$ cat config.mk
export PLATFORM = sky130hd
export DESIGN_NAME = ptx_tx_adapter
export DESIGN_NICKNAME = d
export VERILOG_FILES = /design/src/rtl/ptx_pkg.sv /design/src/rtl/ptx_null_filter.sv /design/src/rtl/ptx_fifo.sv /design/src/rtl/ptx_sched.sv /design/src/rtl/ptx_tx_adapter.sv
export SDC_FILE = /design/constraint.sdc
export NUM_CORES = 2
export LEC_CHECK = 0
export ABC_AREA = 1
export ABC_CLOCK_PERIOD_IN_PS = 8500
export CORE_MARGIN = 2
export CORE_UTILIZATION = 45
export CTS_BUF_LIST = sky130_fd_sc_hd__clkbuf_8
export CTS_CLUSTER_SIZE = 10
export DETAILED_ROUTE_END_ITERATION = 8
export PLACE_DENSITY_LB_ADDON = 0.15
export SLEW_MARGIN = 20
export SYNTH_ARGS = -nofsm -noshare
export SYNTH_HDL_FRONTEND = slang
export SYNTH_HIERARCHICAL = 1
export SYNTH_SLANG_ARGS = --single-unit
$ cat constraint.sdc
create_clock -name clk_i -period 8.5 [get_ports clk_i]
set_input_delay 0.85 -clock clk_i [delete_from_list [all_inputs] [get_ports clk_i]]
set_output_delay 0.85 -clock clk_i [all_outputs]
set_load 0.02 [all_outputs]
$ cat src/rtl/ptx_pkg.sv
package ptx_pkg;
  typedef struct packed {
    logic sop;
    logic eop;
    logic upper_empty;
    logic err;
  } beat_meta_t;
endpackage

$ cat src/rtl/ptx_null_filter.sv
module ptx_null_filter (
  input  logic clk_i,
  input  logic rst_ni,
  input  logic acc_i,
  input  logic sop_i,
  input  logic eop_i,
  input  logic nullable_i,
  input  logic nullify_i,
  output logic err_o,
  output logic rej_o
);
  logic nullable_q, done_q, nullable_cur, middle;

  // start beat supplies its own nullable flag
  assign nullable_cur = sop_i ? nullable_i : nullable_q;
  assign middle       = !sop_i && !eop_i;
  assign err_o        = nullify_i && middle && nullable_cur && !done_q;

  always_ff @(posedge clk_i or negedge rst_ni) begin
    if (!rst_ni) begin
      nullable_q <= 1'b0;
      done_q     <= 1'b0;
      rej_o      <= 1'b0;
    end else begin
      rej_o <= acc_i && nullify_i && !err_o;
      if (acc_i) begin
        if (sop_i) begin
          nullable_q <= nullable_i;
          done_q     <= 1'b0;
        end
        if (err_o) done_q <= 1'b1;
      end
    end
  end
endmodule

$ cat src/rtl/ptx_fifo.sv
module ptx_fifo #(
  parameter int DW    = 128,
  parameter int DEPTH = 16,
  localparam int AW   = $clog2(DEPTH),
  localparam int CW   = $clog2(DEPTH + 1)
) (
  input  logic                    clk_i,
  input  logic                    rst_ni,
  input  logic                    push_i,
  input  logic [DW-1:0]           wdata_i,
  input  ptx_pkg::beat_meta_t     wmeta_i,
  input  logic                    pop_i,
  output logic [DW-1:0]           rdata_o,
  output ptx_pkg::beat_meta_t     rmeta_o,
  output logic                    full_o
);
  localparam int EW = DW + $bits(ptx_pkg::beat_meta_t);

  logic [EW-1:0] mem [DEPTH];
  logic [AW-1:0] wr_ptr, rd_ptr;
  logic [CW-1:0] cnt;

  assign full_o           = (cnt == CW'(DEPTH));
  assign {rdata_o, rmeta_o} = mem[rd_ptr];

  always_ff @(posedge clk_i) begin
    if (push_i) mem[wr_ptr] <= {wdata_i, wmeta_i};
  end

  always_ff @(posedge clk_i or negedge rst_ni) begin
    if (!rst_ni) begin
      wr_ptr <= '0;
      rd_ptr <= '0;
      cnt    <= '0;
    end else begin
      if (push_i) wr_ptr <= (wr_ptr == AW'(DEPTH - 1)) ? '0 : wr_ptr + 1'b1;
      if (pop_i)  rd_ptr <= (rd_ptr == AW'(DEPTH - 1)) ? '0 : rd_ptr + 1'b1;
      cnt <= cnt + CW'(push_i) - CW'(pop_i);
    end
  end
endmodule

$ cat src/rtl/ptx_sched.sv
module ptx_sched #(
  parameter int DEPTH = 16,
  localparam int CW   = $clog2(DEPTH + 1)
) (
  input  logic                clk_i,
  input  logic                rst_ni,
  input  logic                tx_ready_i,
  input  logic                push_eop_i,
  input  ptx_pkg::beat_meta_t head_i,
  output logic                pop_o
);
  logic          rdy_q, in_pkt_q, nerr_q, gap_q;
  logic [CW-1:0] pkt_cnt;
  logic          pop_eop;

  // start only with a whole packet buffered, so no underrun mid-packet
  assign pop_o   = rdy_q && (in_pkt_q || (pkt_cnt != '0 && !gap_q));
  assign pop_eop = pop_o && head_i.eop;

  always_ff @(posedge clk_i or negedge rst_ni) begin
    if (!rst_ni) begin
      rdy_q    <= 1'b0;
      in_pkt_q <= 1'b0;
      nerr_q   <= 1'b0;
      gap_q    <= 1'b0;
      pkt_cnt  <= '0;
    end else begin
      rdy_q   <= tx_ready_i;
      gap_q   <= pop_eop && nerr_q;
      pkt_cnt <= pkt_cnt + CW'(push_eop_i) - CW'(pop_eop);
      if (pop_o) begin
        in_pkt_q <= !head_i.eop;
        if (head_i.eop)      nerr_q <= 1'b0;
        else if (head_i.err) nerr_q <= 1'b1;
      end
    end
  end
endmodule

$ cat src/rtl/ptx_tx_adapter.sv
module ptx_tx_adapter #(
  parameter int DW    = 128,
  parameter int DEPTH = 16
) (
  input  logic          clk_i,
  input  logic          rst_ni,
  input  logic          in_valid_i,
  output logic          in_ready_o,
  input  logic [DW-1:0] in_data_i,
  input  logic          in_sop_i,
  input  logic          in_eop_i,
  input  logic          in_upper_empty_i,
  input  logic          in_nullable_i,
  input  logic          in_nullify_i,
  output logic          null_rej_o,
  output logic          tx_valid_o,
  input  logic          tx_ready_i,
  output logic [DW-1:0] tx_data_o,
  output logic          tx_sop_o,
  output logic          tx_eop_o,
  output logic          tx_empty_o,
  output logic          tx_err_o
);
  import ptx_pkg::*;

  logic       acc, full, pop, err_ok;
  beat_meta_t wmeta, head;
  logic [DW-1:0] head_data;

  assign in_ready_o = !full;
  assign acc        = in_valid_i && in_ready_o;

  ptx_null_filter u_filt (
    .clk_i, .rst_ni,
    .acc_i      (acc),
    .sop_i      (in_sop_i),
    .eop_i      (in_eop_i),
    .nullable_i (in_nullable_i),
    .nullify_i  (in_nullify_i),
    .err_o      (err_ok),
    .rej_o      (null_rej_o)
  );

  always_comb begin
    wmeta.sop         = in_sop_i;
    wmeta.eop         = in_eop_i;
    wmeta.upper_empty = in_eop_i && in_upper_empty_i;
    wmeta.err         = err_ok;
  end

  ptx_fifo #(.DW(DW), .DEPTH(DEPTH)) u_fifo (
    .clk_i, .rst_ni,
    .push_i  (acc),
    .wdata_i (in_data_i),
    .wmeta_i (wmeta),
    .pop_i   (pop),
    .rdata_o (head_data),
    .rmeta_o (head),
    .full_o  (full)
  );

  ptx_sched #(.DEPTH(DEPTH)) u_sched (
    .clk_i, .rst_ni,
    .tx_ready_i,
    .push_eop_i (acc && in_eop_i),
    .head_i     (head),
    .pop_o      (pop)
  );

  always_ff @(posedge clk_i or negedge rst_ni) begin
    if (!rst_ni) begin
      tx_valid_o <= 1'b0;
      tx_sop_o   <= 1'b0;
      tx_eop_o   <= 1'b0;
      tx_empty_o <= 1'b0;
      tx_err_o   <= 1'b0;
      tx_data_o  <= '0;
    end else begin
      tx_valid_o <= pop;
      tx_sop_o   <= pop && head.sop;
      tx_eop_o   <= pop && head.eop;
      tx_empty_o <= pop && head.upper_empty;
      tx_err_o   <= pop && head.err;
      if (pop) tx_data_o <= head_data;
    end
  end
endmodule

==> impl_metrics.toml <==
[clocking]
cts_buffers = 399
root_buffer = "clkbuf_8"
cts.path.max_buffers = 4
clk_latency_ps = 1080
clkTransAtPathRegs_ps = 60
numClockSinks = 2270
cts_setup_buffers = 0
tritoncts = "yes"
ctsHtreeMaxLevel = 5

[logic_synthesis]
netlist.area_leader.share = 0.646
syn_area_sq_um = 98200
synth_area_leaders = "edfxtp_1 65%, nand2_1 14%, inv_1 7.7%"
synth_cell_type_count = 28
synth_top_area_cell = "edfxtp_1"
synthesis.nets = 9904
syn_inst = 9748
ys_seq_elements = 2270
yosys_warnings = 6
ys_seq_area_frac = 0.686
syn_avg_cell_area_sq_um = 10.1

[global_route]
gr-total-overflow = 0
grt_max_degree = 212
grt_pass1_vias = 63500
grt_use_total = 0.231
antenna_found_initial = 36
grt_pass1_wl_microns = 390000

[floorplanning]
io_pins = 272
die_area_sq_um = 222000
die_w_microns = 471
coreArea_sq_um = 217000
rows = 171
start_util = 0.452
die_h_microns = 471

[layout]
nets = 10200
final_cell_mix = "3587 x nand2_1, 2175 x inv_1, 2112 x edfxtp_1, 1325 x nand3_1, 437 x clkbuf_8"
syn2layout_area_growth_pct = 12.5
stdcell_count = 13200
multiInputGateArea_sq_um = 20800
layout_commonest_cell = "nand2_1"
final-seq-area_sq_um = 67400
fill_cells = 19500
drive_gt1_frac = 0.0599

[critical_path]
required_ps = 9430
path_common_cell = "nand2_1"
r2r_slack_ps = 3680
arrival_ps = 5760
critPathSlowestCell = "buf_4"
timing.rr.start = "u_fifo/rd_ptr[0]$_DFFE_PN0P_"
r2r-end = "u_sched/pkt_cnt[4]$_DFF_PN0_"
critPathKind = "reg2reg"
rr_worst_depth = 19
max_stage_delay_ps = 840
cp_cell_sequence = "inv_8 > buf_4 > nand2_1 > nand3_1 > nand2_1 > nand2_1 > nand2_1 > inv_1 > nand2_1 > inv_1 > nor2_1 > ha_1 > inv_1 > ha_1 > inv_1 > fa_1 > o21ai_0 > a21oi_1 > xor2_1"
worstSetupStartpointType = "flop"
worstPathMaxFanout = 114
end_kind = "flop"

[placed_design]
dp_hpwl_microns = 124000
post-place-ws_ps = 3720
numPlacedInstances = 12500
io_buffers = 271
place_congestion = 0.748

[sta]
layout_setup_ws_ps = 3680
fin_crit_sh = 0.567
fin_worst_skew_ps = 41.5
maxSlewViolCount = 0
setup_tns_ps = 0
tightest_slew_ps = 1140
holdWs_ps = 261
period_needed_ps = 4820
fmax_ghz = 0.207
relSlewSlack = 0.237
hold_viol = 0
finalSetupViolations = 0
rsz0062_at_grt = "false"

[routing]
drt_iter0_drc = 5259
wl_per_cell_microns = 19.6
first_pass_iters = 6
via_per_inst = 4.92
wl_microns = 259000
via_count = 65200
post-route-drc-count = 0
postRouteAntennaNets = 0

[pwr]
vdd_drop_max_mv = 0.306
p_leak_nw = 49.7
p_per_area_nw_per_um2 = 321

[min_path]
min-delay-start = "tx_ready_i"
hold_depth = 1
min_to = "u_sched/rdy_q$_DFF_PN0_"
hp-class = "in2reg"

[run]
maxCapViolations = 0

[outcome]
status = "finished clean"
[flip-flops by register name, indices dropped and copies added (netlist names), 4 cells and up]
name and count:
u_fifo/mem 2112, u_fifo/cnt 5, u_fifo/wr_ptr 4, u_fifo/rd_ptr 4, tx_data_o 128, u_sched/pkt_cnt 5
[worst max path at each step]
stage	startpoint	end	slack [ps]	depth (start not counted)
6_report	u_fifo/rd_ptr[0]$_DFFE_PN0P_	u_sched/pkt_cnt[4]$_DFF_PN0_	3680	19
5_1_grt	u_fifo/rd_ptr[0]$_DFFE_PN0P_	u_sched/pkt_cnt[4]$_DFF_PN0_	3380	19
4_1_cts	u_fifo/rd_ptr[0]$_DFFE_PN0P_	u_sched/pkt_cnt[4]$_DFF_PN0_	3690	19
3_5_place_dp	u_fifo/rd_ptr[0]$_DFFE_PN0P_	u_sched/pkt_cnt[4]$_DFF_PN0_	3720	19
3_3_place_gp	u_fifo/rd_ptr[0]$_DFFE_PN0P_	u_sched/pkt_cnt[4]$_DFF_PN0_	3780	19
2_1_floorplan	in_valid_i	u_fifo/mem[15][0]$_DFFE_PP_	890	5
[logic make-up (layout without fill, tap and decap cells)]
logic type,after synthesis,count (layout),share of synthesized area
flip-flops,2270,2270,0.686
AO/OA/AOI/OAI,15,15,0.000802
AND/OR/NAND/NOR,4950,4950,0.207
other,0,15,0
adder cells (fa/ha/maj),19,19,0.00257
buffers and inverters,2485,3102,0.103
XOR/XNOR,9,9,0.000803
[Yosys cell counts, drive strengths merged]
library cell  number
or2                1
xnor2              3
inv             2032
clkbuf            53
nand2           3590
fa                 2
buf              400
nand4              3
dfrtp            158
nand3b             1
nand3           1325
a21oi              5
nor3               3
xor2               6
ha                17
nor2              27
edfxtp          2112
o21ai             10
[stage by stage]
| step | area, sq um | utilization | total power [mW] |
|---|---|---|---|
| 2_1_floorplan | 98200 | - | 22.5 |
| 4_1_cts | 110000 | 0.509 | 35.9 |
| 5_1_grt | 110000 | 0.509 | 37.7 |
| 3_5_place_dp | 103000 | 0.475 | 26.5 |
| 6_report | 110000 | 0.509 | 35.5 |
| 3_3_place_gp | 103000 | 0.475 | 26.3 |
[report_power, final]
group          switching, mW  total, mW  internal, mW
registers              0.595       14.2          13.6
clock network           4.36       9.32          4.96
logic                   8.50       12.0          3.48
[timing repair]
item | in CTS | in global routing
gates resized for setup | 0 | 0
hold buffers | 1 | 0
endpoints found under the hold margin | 58 | 0
[worst max-delay path, delay by kind of cell (launching register included)]
kind | cells | cell delay [ps]
adders and majority gates | 3 | 850
xor gates and xnor gates | 1 | 150
DFF | 1 | 770
AOI/OAI and AO/OA | 2 | 310
buffers and inverters | 6 | 1840
and+or+nand+nor | 7 | 610
[area by class of cell]
class	count	share of cell area
flip-flops and latches	2270	0.610
clock inverters	268	0.0120
inverters	2032	0.0694
clock buffers	437	0.0544
diodes	15	0.000340
multi-input cells	4993	0.188
repair buffers	365	0.0332
well taps	2854	0.0323
[routing by layer]
layer | track usage | up-vias | wire length (microns) | share of wire
li1 | - | 31300 | - | -
met1 | 0.314 | 31500 | 114000 | 0.44
met2 | 0.380 | 1948 | 123000 | 0.47
met3 | 0.0413 | 415 | 16500 | 0.064
met4 | 0.0667 | 22 | 5900 | 0.023
met5 | 0 | - | 144 | 0.00056
Power figures use the tool's default switching activity.
